[config.mk]
export PLATFORM = sky130hd
export DESIGN_NAME = disp_timing_gen
export DESIGN_NICKNAME = d
export VERILOG_FILES = /design/src/rtl/vtg_pkg.sv /design/src/rtl/vtg_regs.sv /design/src/rtl/vtg_axis.sv /design/src/rtl/disp_timing_gen.sv
export SDC_FILE = /design/constraint.sdc
export NUM_CORES = 1
export LEC_CHECK = 0
export BUFFER_PORTS_ARGS = -buffer_cell sky130_fd_sc_hd__buf_2
export CORE_ASPECT_RATIO = 0.9
export CORE_MARGIN = 3
export CORE_UTILIZATION = 43
export CTS_CLUSTER_SIZE = 25
export DETAILED_ROUTE_END_ITERATION = 12
export SLEW_MARGIN = 10
export SYNTH_ARGS = -nofsm -noshare
export SYNTH_HDL_FRONTEND = slang
export SYNTH_SLANG_ARGS = --single-unit
export TNS_END_PERCENT = 10
[constraint.sdc]
create_clock -name clk -period 7.6 [get_ports clk]
set_input_delay 1.52 -clock clk [delete_from_list [all_inputs] [get_ports clk]]
set_output_delay 1.52 -clock clk [all_outputs]
set_load 0.01 [all_outputs]
[src/rtl/vtg_pkg.sv]
// Package: shared register addresses and bit positions for the video timing generator.
// Assumes a 3-bit register address and a 32-bit write word.
package vtg_pkg;
    localparam logic [2:0] VTG_ADDR_CTRL  = 3'd0;
    localparam logic [2:0] VTG_ADDR_TIME0 = 3'd1;  // first of four timing words
    localparam logic [2:0] VTG_ADDR_POL   = 3'd5;
    localparam int VTG_EN_BIT   = 31;
    localparam int VTG_MODE_BIT = 30;
    localparam int VTG_V_LSB    = 16;              // vertical field start in a timing word
    localparam int VTG_NFIELDS  = 4;               // active, back span, front, sync
    localparam int VTG_F_ACT    = 0;
    localparam int VTG_F_BACK   = 1;
    localparam int VTG_F_FRONT  = 2;
    localparam int VTG_F_SYNC   = 3;
endpackage

[src/rtl/vtg_regs.sv]
// Module: vtg_regs
// Holds the control word, the shadow timing/polarity set written by software,
// and the working set used by the counters. The working set copies the shadow
// whenever 'load' is high (frame end, or generation stopped).
// Assumes FW <= 16 so both fields fit their halves of a 32-bit word.
module vtg_regs
    import vtg_pkg::*;
#(
    parameter int FW = 12
) (
    input  logic                              clk,
    input  logic                              rst_n,
    input  logic                              wr_en,
    input  logic [2:0]                        wr_addr,
    input  logic [31:0]                       wr_data,
    input  logic                              load,
    output logic                              en,
    output logic                              mode,
    output logic [VTG_NFIELDS-1:0][FW-1:0]    wk_h,
    output logic [VTG_NFIELDS-1:0][FW-1:0]    wk_v,
    output logic                              pol_h,
    output logic                              pol_v
);
    logic [VTG_NFIELDS-1:0][FW-1:0] sh_h;
    logic [VTG_NFIELDS-1:0][FW-1:0] sh_v;
    logic [1:0]                     sh_pol;
    logic                           unused_bits;

    assign unused_bits = ^wr_data;

    // Control word: enable and mode flag, applied immediately.
    always_ff @(posedge clk) begin
        if (!rst_n) begin
            en   <= 1'b0;
            mode <= 1'b0;
        end else if (wr_en && wr_addr == VTG_ADDR_CTRL) begin
            en   <= wr_data[VTG_EN_BIT];
            mode <= wr_data[VTG_MODE_BIT];
        end
    end

    // One shadow register pair per timing word.
    for (genvar k = 0; k < VTG_NFIELDS; k++) begin : g_shadow
        always_ff @(posedge clk) begin
            if (!rst_n) begin
                sh_h[k] <= '0;
                sh_v[k] <= '0;
            end else if (wr_en && wr_addr == VTG_ADDR_TIME0 + 3'(k)) begin
                sh_h[k] <= wr_data[FW-1:0];
                sh_v[k] <= wr_data[VTG_V_LSB +: FW];
            end
        end
    end

    // Shadow polarity word.
    always_ff @(posedge clk) begin
        if (!rst_n) begin
            sh_pol <= 2'b00;
        end else if (wr_en && wr_addr == VTG_ADDR_POL) begin
            sh_pol <= wr_data[1:0];
        end
    end

    // Working set: copied from the shadow at frame boundaries or while stopped.
    always_ff @(posedge clk) begin
        if (!rst_n) begin
            wk_h  <= '0;
            wk_v  <= '0;
            pol_h <= 1'b0;
            pol_v <= 1'b0;
        end else if (load) begin
            wk_h  <= sh_h;
            wk_v  <= sh_v;
            pol_h <= sh_pol[0];
            pol_v <= sh_pol[1];
        end
    end
endmodule

[src/rtl/vtg_axis.sv]
// Module: vtg_axis
// One raster axis: a counter that advances on 'step' while 'run' is high and
// wraps after the last position. Decodes the active and sync regions from
// fields stored as length minus one.
// Assumes the sync width does not exceed the back span.
module vtg_axis
    import vtg_pkg::*;
#(
    parameter int FW = 12,
    parameter int CW = FW + 2
) (
    input  logic                            clk,
    input  logic                            rst_n,
    input  logic                            run,
    input  logic                            step,
    input  logic [VTG_NFIELDS-1:0][FW-1:0]  cfg,
    output logic [CW-1:0]                   count,
    output logic                            active,
    output logic                            in_sync,
    output logic                            at_end
);
    logic [CW-1:0] len_act, len_front, len_sync, len_back;
    logic [CW-1:0] sync_lo, sync_hi, last_pos;

    // Lengths from minus-one fields and region boundaries.
    always_comb begin
        len_act   = CW'(cfg[VTG_F_ACT])   + 1'b1;
        len_front = CW'(cfg[VTG_F_FRONT]) + 1'b1;
        len_sync  = CW'(cfg[VTG_F_SYNC])  + 1'b1;
        len_back  = CW'(cfg[VTG_F_BACK])  + 1'b1;
        sync_lo   = len_act + len_front;
        sync_hi   = sync_lo + len_sync;
        last_pos  = sync_lo + len_back - 1'b1;
    end

    assign active  = count < len_act;
    assign in_sync = (count >= sync_lo) && (count < sync_hi);
    assign at_end  = count == last_pos;

    // Position counter: cleared while stopped, wraps at the last position.
    always_ff @(posedge clk) begin
        if (!rst_n || !run) begin
            count <= '0;
        end else if (step) begin
            count <= at_end ? '0 : count + 1'b1;
        end
    end
endmodule

[src/rtl/disp_timing_gen.sv]
// Module: disp_timing_gen (top)
// Programmable raster timing generator: register port, working/shadow sets,
// horizontal and vertical counters, and gated sync/enable/position outputs.
// Assumes one pixel per clock and software that keeps sync width <= back span.
module disp_timing_gen
    import vtg_pkg::*;
#(
    parameter int FW = 12,
    parameter int CW = FW + 2
) (
    input  logic            clk,
    input  logic            rst_n,
    input  logic            wr_en,
    input  logic [2:0]      wr_addr,
    input  logic [31:0]     wr_data,
    output logic            hsync,
    output logic            vsync,
    output logic            de,
    output logic [CW-1:0]   pos_x,
    output logic [CW-1:0]   pos_y,
    output logic            hdmi_mode
);
    logic                           run;
    logic                           load;
    logic [VTG_NFIELDS-1:0][FW-1:0] wk_h, wk_v;
    logic                           pol_h, pol_v;
    logic [CW-1:0]                  hcnt, vcnt;
    logic                           h_act, h_sync, h_end;
    logic                           v_act, v_sync, v_end;

    vtg_regs #(.FW(FW)) regs_i (
        .clk(clk), .rst_n(rst_n), .wr_en(wr_en), .wr_addr(wr_addr),
        .wr_data(wr_data), .load(load), .en(run), .mode(hdmi_mode),
        .wk_h(wk_h), .wk_v(wk_v), .pol_h(pol_h), .pol_v(pol_v)
    );

    vtg_axis #(.FW(FW), .CW(CW)) h_axis_i (
        .clk(clk), .rst_n(rst_n), .run(run), .step(1'b1), .cfg(wk_h),
        .count(hcnt), .active(h_act), .in_sync(h_sync), .at_end(h_end)
    );

    vtg_axis #(.FW(FW), .CW(CW)) v_axis_i (
        .clk(clk), .rst_n(rst_n), .run(run), .step(h_end), .cfg(wk_v),
        .count(vcnt), .active(v_act), .in_sync(v_sync), .at_end(v_end)
    );

    // Working set reloads on the last pixel of a frame or while stopped.
    assign load = !run || (h_end && v_end);

    // Outputs gated by enable so the idle state appears at once.
    always_comb begin
        de    = run && h_act && v_act;
        hsync = (run && h_sync) ? pol_h : ~pol_h;
        vsync = (run && v_sync) ? pol_v : ~pol_v;
        pos_x = run ? hcnt : '0;
        pos_y = run ? vcnt : '0;
    end
endmodule

==> flow_summary.toml, run 1 <==
[clocking]
cts_num_sinks = 226
cts_htree_levels = 1
clk_pin_slew_worst_paths_ns = 0.06
cts-buffers-inserted = 27
cts_buffer_depth = 3
ctsRootBufferMaster = "sky130_fd_sc_hd__clkbuf_16"
cts.hold.buffers_added = 0
tritoncts = "done"
insertion_delay_ns = 0.57

[placed_design]
dpl.cell_count = 2522
port_buffers = 63
detailedPlacementHpwl_um = 31400
routabilityCongestion = 0.828
post-place-ws_ns = 0.777

[yosys]
synthDistinctLibCells = 68
synth-async-reset-ratio = 0
syn_nets = 2275
number_of_synthesized_flops_with_an_enable_pin = 0
postSynthAreaPerCell_um2 = 7.79
synth.yosys.warnings = 0
post_synth_instance_area_um2 = 16000
yosysSeqAreaShare = 0.282
synth.ff_latch_count = 226
syn_inst = 2057
postSynth.topFlopCell = "sky130_fd_sc_hd__dfxtp_1"

[grt]
grt_remaining_overflow = 0
global_route.usage.total = 0.204
grt_max_degree = 151
grt_pass1_vias = 12600
first_pass_grt_wire_length_um = 66300
initial_antenna_violation_count = 0

[power]
powerDensity_nw_per_um2 = 163
power_frac_clock = 0.458
internal_power_w = 0.00215
totalPowerFinal_w = 0.00289
worst_ir_drop_vdd_mv = 0.185
power_switching_w = 0.000740
power_frac_seq = 0.422
comb_power_share = 0.120
total_leakage_power_nw = 7.41
power_switching_share = 0.256

[detailed_routing]
post-route-drc-count = 0
vias = 13700
ant_nets = 0
avgViaCountPerCell = 5.34
detail_route.wl_per_cell_um = 16.1
detailedRoute.firstIterationViolations = 943
drt-total-wl_um = 41600
drt_pre_antenna_iters = 5

[floorplan]
design.portCount = 70
floorplan.core_area_um2 = 36500
die_w_um = 210
rows = 66
start_util = 0.439
dieHeight_um = 189
dieArea_um2 = 39600

[sta]
setup_ws_ns = 0.356
fin_crit_sh = 0.953
achievable-frequency_mhz = 138
final_period_minus_worst_setup_slack_ns = 7.24
report.final.hold_viol_count = 0
finalMaxSlewViolations = 0
worst_slew_margin_rel = 0.274
slew_at_the_pin_with_the_worst_max_slew_slack_ns = 1.09
worst_clock_skew_ns = 0.0131
setup_violations = 0

[layout]
final_net_count = 2294
filler_instances = 3635
drive_above_1_share = 0.0773
leading_cell_type_in_the_layout_fill_and_taps_excluded = "sky130_fd_sc_hd__nand2_1"
layout.area.seq_um2 = 4530
area.growth.synth_to_final_pct = 10.7
multi_input_area_um2 = 10800
layout.cells.non_filler = 2574
leading_cell_types_in_the_layout_fill_and_taps_excluded = "sky130_fd_sc_hd__nand2_1 (362), sky130_fd_sc_hd__dfxtp_1 (224), sky130_fd_sc_hd__ha_1 (172)"

[critical_path]
critPathArrivalTime_ns = 5.72
rr_worst_depth = 25
endpoint_kind = "primary output"
crit-reg2reg-capture = "regs_i.wk_v[21]$_SDFFE_PN0P_"
worst-path-stages = 21
critical_path.n_buffers_inverters = 2
cp-start-kind = "register"
cp_cell_sequence = "ha_1 > nand3_1 > xnor2_1 > ha_1 > a21oi_1 > o22ai_1 > o41a_1 > a21o_1 > a21o_1 > a21o_1 > a21o_1 > xnor2_2 > inv_1 > ha_1 > o41a_1 > xnor2_1 > ha_1 > o2111ai_1 > o221ai_1 > xor2_1 > buf_2"
cpPeakStageDelay_ns = 0.45
reg2reg_slack_ns = 1.19
critical-path-slowest-cell = "sky130_fd_sc_hd__dfxtp_1"
setup.worst_path.start = "regs_i.wk_h[0]$_SDFFE_PN0P_"
critPathKind = "reg2out"
cp_max_fo = 6
regToRegStartpoint = "regs_i.wk_v[27]$_SDFFE_PN0P_"
worst-endpoint-required_ns = 6.08
timing.critical_path.max_delay_family = "compound AO/OA/AOI/OAI gates"
critical_path.endpoint = "hsync"

[job]
timing.max_cap.violations = 0

[hold_path]
worst_hold_path_type = "reg2reg"

[outcome]
outcome = "complete, no violations"
==> synthesized netlist by cell type, types with 7 or more instances <==
| master | count | share of area |
|---|---|---|
| sky130_fd_sc_hd__nand2b_1 | 19 | 0.0074 |
| sky130_fd_sc_hd__nand3_1 | 168 | 0.052 |
| sky130_fd_sc_hd__ha_1 | 174 | 0.14 |
| sky130_fd_sc_hd__nor2_1 | 83 | 0.019 |
| sky130_fd_sc_hd__nand4_1 | 7 | 0.0027 |
| sky130_fd_sc_hd__nor2b_1 | 16 | 0.0062 |
| sky130_fd_sc_hd__o21a_1 | 19 | 0.0089 |
| sky130_fd_sc_hd__xor2_1 | 82 | 0.045 |
| sky130_fd_sc_hd__xnor2_1 | 114 | 0.062 |
| sky130_fd_sc_hd__a21boi_0 | 96 | 0.045 |
| sky130_fd_sc_hd__clkbuf_1 | 71 | 0.017 |
| sky130_fd_sc_hd__inv_1 | 118 | 0.028 |
| sky130_fd_sc_hd__o2111ai_1 | 7 | 0.0038 |
| sky130_fd_sc_hd__a211oi_1 | 7 | 0.0033 |
| sky130_fd_sc_hd__nor3_1 | 23 | 0.0072 |
| sky130_fd_sc_hd__a21oi_1 | 74 | 0.023 |
| sky130_fd_sc_hd__o211ai_1 | 8 | 0.0037 |
| sky130_fd_sc_hd__o21bai_1 | 11 | 0.0052 |
| sky130_fd_sc_hd__buf_2 | 11 | 0.0034 |
| sky130_fd_sc_hd__o21ai_0 | 103 | 0.032 |
| sky130_fd_sc_hd__nand2_1 | 362 | 0.085 |
| sky130_fd_sc_hd__and2_1 | 34 | 0.013 |
| sky130_fd_sc_hd__and3_1 | 48 | 0.019 |
| sky130_fd_sc_hd__o21ai_1 | 33 | 0.010 |
| sky130_fd_sc_hd__dfxtp_1 | 226 | 0.28 |
| sky130_fd_sc_hd__a21o_1 | 41 | 0.019 |
| sky130_fd_sc_hd__nor4_1 | 10 | 0.0039 |
==> flip-flops by register name (all words and copies together), names as in the netlist, 2 cells and up <==
signal,count
regs_i.wk_h,48
regs_i.wk_v,48
regs_i.sh_v,48
h_axis_i.count,14
regs_i.sh_pol,2
regs_i.sh_h,48
v_axis_i.count,14
==> worst register-to-register path: cells and delay by family (launching register included) <==
family / cells / cell delay [ns]
AO/OA/AOI/OAI: 7 / 1.80
XOR/XNOR: 3 / 0.70
adder cells (fa/ha/maj): 2 / 0.72
buffers and inverters: 2 / 0.50
flip-flops: 1 / 0.39
AND/OR/NAND/NOR: 11 / 2.24
==> layout make-up <==
type | count | share of cell area
multi-input cells | 1622 | 0.606
clock inverters | 7 | 0.00458
inverters | 118 | 0.0249
clock buffers | 43 | 0.0476
well taps | 476 | 0.0335
repair buffers | 81 | 0.0280
flip-flops and latches | 226 | 0.255
diodes | 1 | 0.000141
==> power by group through the flow <==
| stage | registers [W] | logic (W) | clock network (W) |
|---|---|---|---|
| finish | 0.00122 | 0.000347 | 0.00132 |
| global placement | 0.00124 | 0.000338 | 0 |
| global route | 0.00122 | 0.000388 | 0.00140 |
| detailed placement | 0.00124 | 0.000345 | 0 |
| CTS | 0.00122 | 0.000347 | 0.00135 |
| floorplan | 0.00124 | 0.000268 | 0 |
==> kinds of logic after synthesis <==
group / Yosys count / share of synthesized area
simple gates: 791 / 0.226
mux: 6 / 0.00375
buf+inv: 209 / 0.0531
flops: 226 / 0.282
xor+xnor: 196 / 0.107
compound gates: 446 / 0.183
fa+ha+maj: 183 / 0.145
==> stage by stage <==
stage | setup TNS, ns | util | cell area (um2) | hold slack [ns]
2_1_floorplan | 0 | - | 16000 | 0.436
4_1_cts | 0 | 0.483 | 17600 | 0.445
6_report | 0 | 0.486 | 17800 | 0.447
5_1_grt | -0.0285 | 0.486 | 17800 | 0.471
3_5_place_dp | 0 | 0.458 | 16700 | 0.450
3_3_place_gp | 0 | 0.458 | 16700 | 0.441
==> worst min-delay path by stage <==
stage                            startpoint                           end  cells past startpoint
3_3_place_gp   regs_i.sh_v[32]$_SDFFE_PN0P_  regs_i.wk_v[32]$_SDFFE_PN0P_                      2
5_1_grt        regs_i.sh_v[30]$_SDFFE_PN0P_  regs_i.wk_v[30]$_SDFFE_PN0P_                      2
2_1_floorplan  regs_i.wk_h[47]$_SDFFE_PN0P_  regs_i.wk_h[47]$_SDFFE_PN0P_                      2
6_report       regs_i.sh_v[31]$_SDFFE_PN0P_  regs_i.wk_v[31]$_SDFFE_PN0P_                      2
4_1_cts        regs_i.sh_v[31]$_SDFFE_PN0P_  regs_i.wk_v[31]$_SDFFE_PN0P_                      2
3_5_place_dp   regs_i.sh_v[30]$_SDFFE_PN0P_  regs_i.wk_v[30]$_SDFFE_PN0P_                      2
==> timing repair <==
action | in CTS | in global routing
setup endpoints to repair | 0 | 2
gates resized for setup | 0 | 20
buffers inserted | 0 | 1
==> layer usage <==
| metal | GRT usage | vias to the layer above | wire length (um) |
|---|---|---|---|
| met2 | 0.308 | 272 | 17000 |
| met1 | 0.316 | 6321 | 22200 |
| met5 | 0 | - | 0 |
| li1 | - | 7112 | - |
| met4 | 0.0306 | 0 | 557 |
| met3 | 0.0237 | 39 | 1820 |
(Power assumes the default switching activity.)
==> run 2, diff against run 1 <==
--- a/config.mk
+++ b/config.mk
@@ -6,11 +6,14 @@
 export NUM_CORES = 1
 export LEC_CHECK = 0
 export BUFFER_PORTS_ARGS = -buffer_cell sky130_fd_sc_hd__buf_2
+export CELL_PAD_IN_SITES_DETAIL_PLACEMENT = 2
+export CELL_PAD_IN_SITES_GLOBAL_PLACEMENT = 2
 export CORE_ASPECT_RATIO = 0.9
 export CORE_MARGIN = 3
-export CORE_UTILIZATION = 43
+export CORE_UTILIZATION = 38
 export CTS_CLUSTER_SIZE = 25
 export DETAILED_ROUTE_END_ITERATION = 12
+export PLACE_DENSITY_LB_ADDON = 0.1
 export SLEW_MARGIN = 10
 export SYNTH_ARGS = -nofsm -noshare
 export SYNTH_HDL_FRONTEND = slang
==> run 2 against run 1 <==
  * Clock-buffer cell count shrank 5
  * Cell count rose by 2.5%
  * Setup slack gained 0.029 ns
  * Worst hold slack gained 0.0058 ns
  * Sequential share of layout area fell by 0.17 points
  * Total power grew 1.7%
  * Register-to-register slack gained 0.03 ns
  * Die area increased by 13%
  * Clock power barely moved
  * Utilization is 5.1 points lower
==> flow_summary.toml, run 2 (synthesis gave the netlist of run 1 again) <==
[critical_path]
cpPeakStageDelay_ns = 0.44
cp_cell_sequence = "and3_1 > and3_1 > xor2_1 > ha_1 > nand3_1 > o22ai_1 > o41a_1 > a21o_1 > a21o_1 > a21o_1 > a21o_1 > xnor2_2 > inv_1 > ha_1 > o41a_1 > xnor2_1 > ha_1 > o2111ai_1 > o221ai_2 > xor2_1 > buf_2"
critical-path-slowest-cell = "sky130_fd_sc_hd__dfxtp_1"
worst_path_most_repeated_cell = "sky130_fd_sc_hd__a21o_1"
rr_worst_depth = 26
timing.critical_path.max_delay_family = "compound AO/OA/AOI/OAI gates"
critPathKind = "reg2out"
cp_max_fo = 4
worst-path-stages = 21
cp-start-kind = "register"
critical_path.n_buffers_inverters = 2
critPathArrivalTime_ns = 5.70
worst-endpoint-required_ns = 6.08
endpoint_kind = "primary output"

[grt]
first_pass_grt_wire_length_um = 84100
global_route.usage.total = 0.231
initial_antenna_violation_count = 1
grt_pass1_vias = 15300
grt_remaining_overflow = 0
grt_max_degree = 184

[power]
powerDensity_nw_per_um2 = 164
worst_ir_drop_vdd_mv = 0.155
total_leakage_power_nw = 7.41

[floorplan]
dieArea_um2 = 44700
floorplan.core_area_um2 = 41200
dieHeight_um = 201
rows = 70
start_util = 0.390
design.portCount = 70
die_w_um = 223

[layout]
final_net_count = 2296
layout.cells.non_filler = 2639
leading_cell_type_in_the_layout_fill_and_taps_excluded = "sky130_fd_sc_hd__nand2_1"
area.growth.synth_to_final_pct = 11.7
leading_cell_types_in_the_layout_fill_and_taps_excluded = "sky130_fd_sc_hd__nand2_1 (362), sky130_fd_sc_hd__dfxtp_1 (218), sky130_fd_sc_hd__ha_1 (172)"
final_core_utilization = 0.435
count_of_inserted_antenna_diode_cells = 0
drive_above_1_share = 0.0858

[clocking]
tritoncts = "done"
cts_num_sinks = 226
ctsRootBufferMaster = "sky130_fd_sc_hd__clkbuf_16"
clk_pin_slew_worst_paths_ns = 0.06
cts_buffer_depth = 3
cts_htree_levels = 1
cts-buffers-inserted = 27
insertion_delay_ns = 0.59

[hold_path]
worst_hold_path_type = "reg2reg"
min_path_cells = 2

[detailed_routing]
post-route-drc-count = 0
detail_route.wl_per_cell_um = 19.9
drt_pre_antenna_iters = 5
avgViaCountPerCell = 5.46
drt-total-wl_um = 52400
ant_nets = 0
detailedRoute.firstIterationViolations = 676
vias = 14400

[placed_design]
detailedPlacementHpwl_um = 39900
post-place-ws_ns = 0.479
routabilityCongestion = 0.803
port_buffers = 63
dpl.cell_count = 2588

[job]
timing.max_cap.violations = 0

[sta]
final_period_minus_worst_setup_slack_ns = 7.22
fin_crit_sh = 0.949
worst_slew_margin_rel = 0.380
fin_hold_ws_ns = 0.453
worst_clock_skew_ns = 0.0269
achievable-frequency_mhz = 139
setup_violations = 0
setup_ws_ns = 0.385
report.final.hold_viol_count = 0
finalMaxSlewViolations = 0
slew_at_the_pin_with_the_worst_max_slew_slack_ns = 0.923

[outcome]
outcome = "complete, no violations"
[run 2: layer usage]
| layer | up-vias | GRT usage | routed length, um |
|---|---|---|---|
| met3 | 50 | 0.0227 | 1190 |
| met4 | 0 | 0.0325 | 768 |
| met2 | 131 | 0.372 | 23300 |
| met5 | - | 0 | 0 |
| met1 | 7146 | 0.341 | 27200 |
| li1 | 7093 | - | - |
[run 2: power breakdown]
part           switching (W)  total [W]  internal [W]  leakage [nW]
sequential         0.0000170    0.00122       0.00120          1.83
combinational       0.000217   0.000365      0.000148          5.13
clock               0.000562    0.00135      0.000788         0.450
total               0.000795    0.00293       0.00214          7.41
[run 2: final timing paths]
check | to | from | slack (ns)
max | hsync | regs_i.wk_h[4]$_SDFFE_PN0P_ | 0.38
min | regs_i.wk_v[30]$_SDFFE_PN0P_ | regs_i.sh_v[30]$_SDFFE_PN0P_ | 0.45
max reg2reg | regs_i.wk_v[12]$_SDFFE_PN0P_ | regs_i.wk_v[26]$_SDFFE_PN0P_ | 1.22
min reg2reg | regs_i.wk_v[30]$_SDFFE_PN0P_ | regs_i.sh_v[30]$_SDFFE_PN0P_ | 0.45
[run 2: stage by stage]
| stage | area, um2 | total power [W] | setup TNS [ns] |
|---|---|---|---|
| final | 17900 | 0.00293 | 0 |
| after global routing | 17900 | 0.00307 | -0.0294 |
| after CTS | 17700 | 0.00298 | 0 |
| after detailed placement | 16800 | 0.00161 | 0 |
| after global placement | 16800 | 0.00159 | 0 |
| after floorplan | 16000 | 0.00151 | 0 |
[run 2: repair_timing]
item / in CTS / in global routing
resized for setup: 2 / 36
pin swaps: 1 / 3
buffers inserted: 1 / 0
setup endpoints to repair: 1 / 2
hold endpoints to repair: 0 / 0
hold buffers: 0 / 0
[run 2: worst min-delay path: stages (launching register included)]
cell and delay (ns):
sky130_fd_sc_hd__dfxtp_1 0.31, sky130_fd_sc_hd__nand3_1 0.06, sky130_fd_sc_hd__o21ai_1 0.05
[run 2: area by class of cell]
type                    instances  area (um2)
clock inverters                12         145
inverters                     118         443
well taps                     540         676
clock buffers                  38         777
flip-flops and latches        226        4530
fillers                      4791       23300
multi-input cells            1622       10800
repair buffers                 83         499
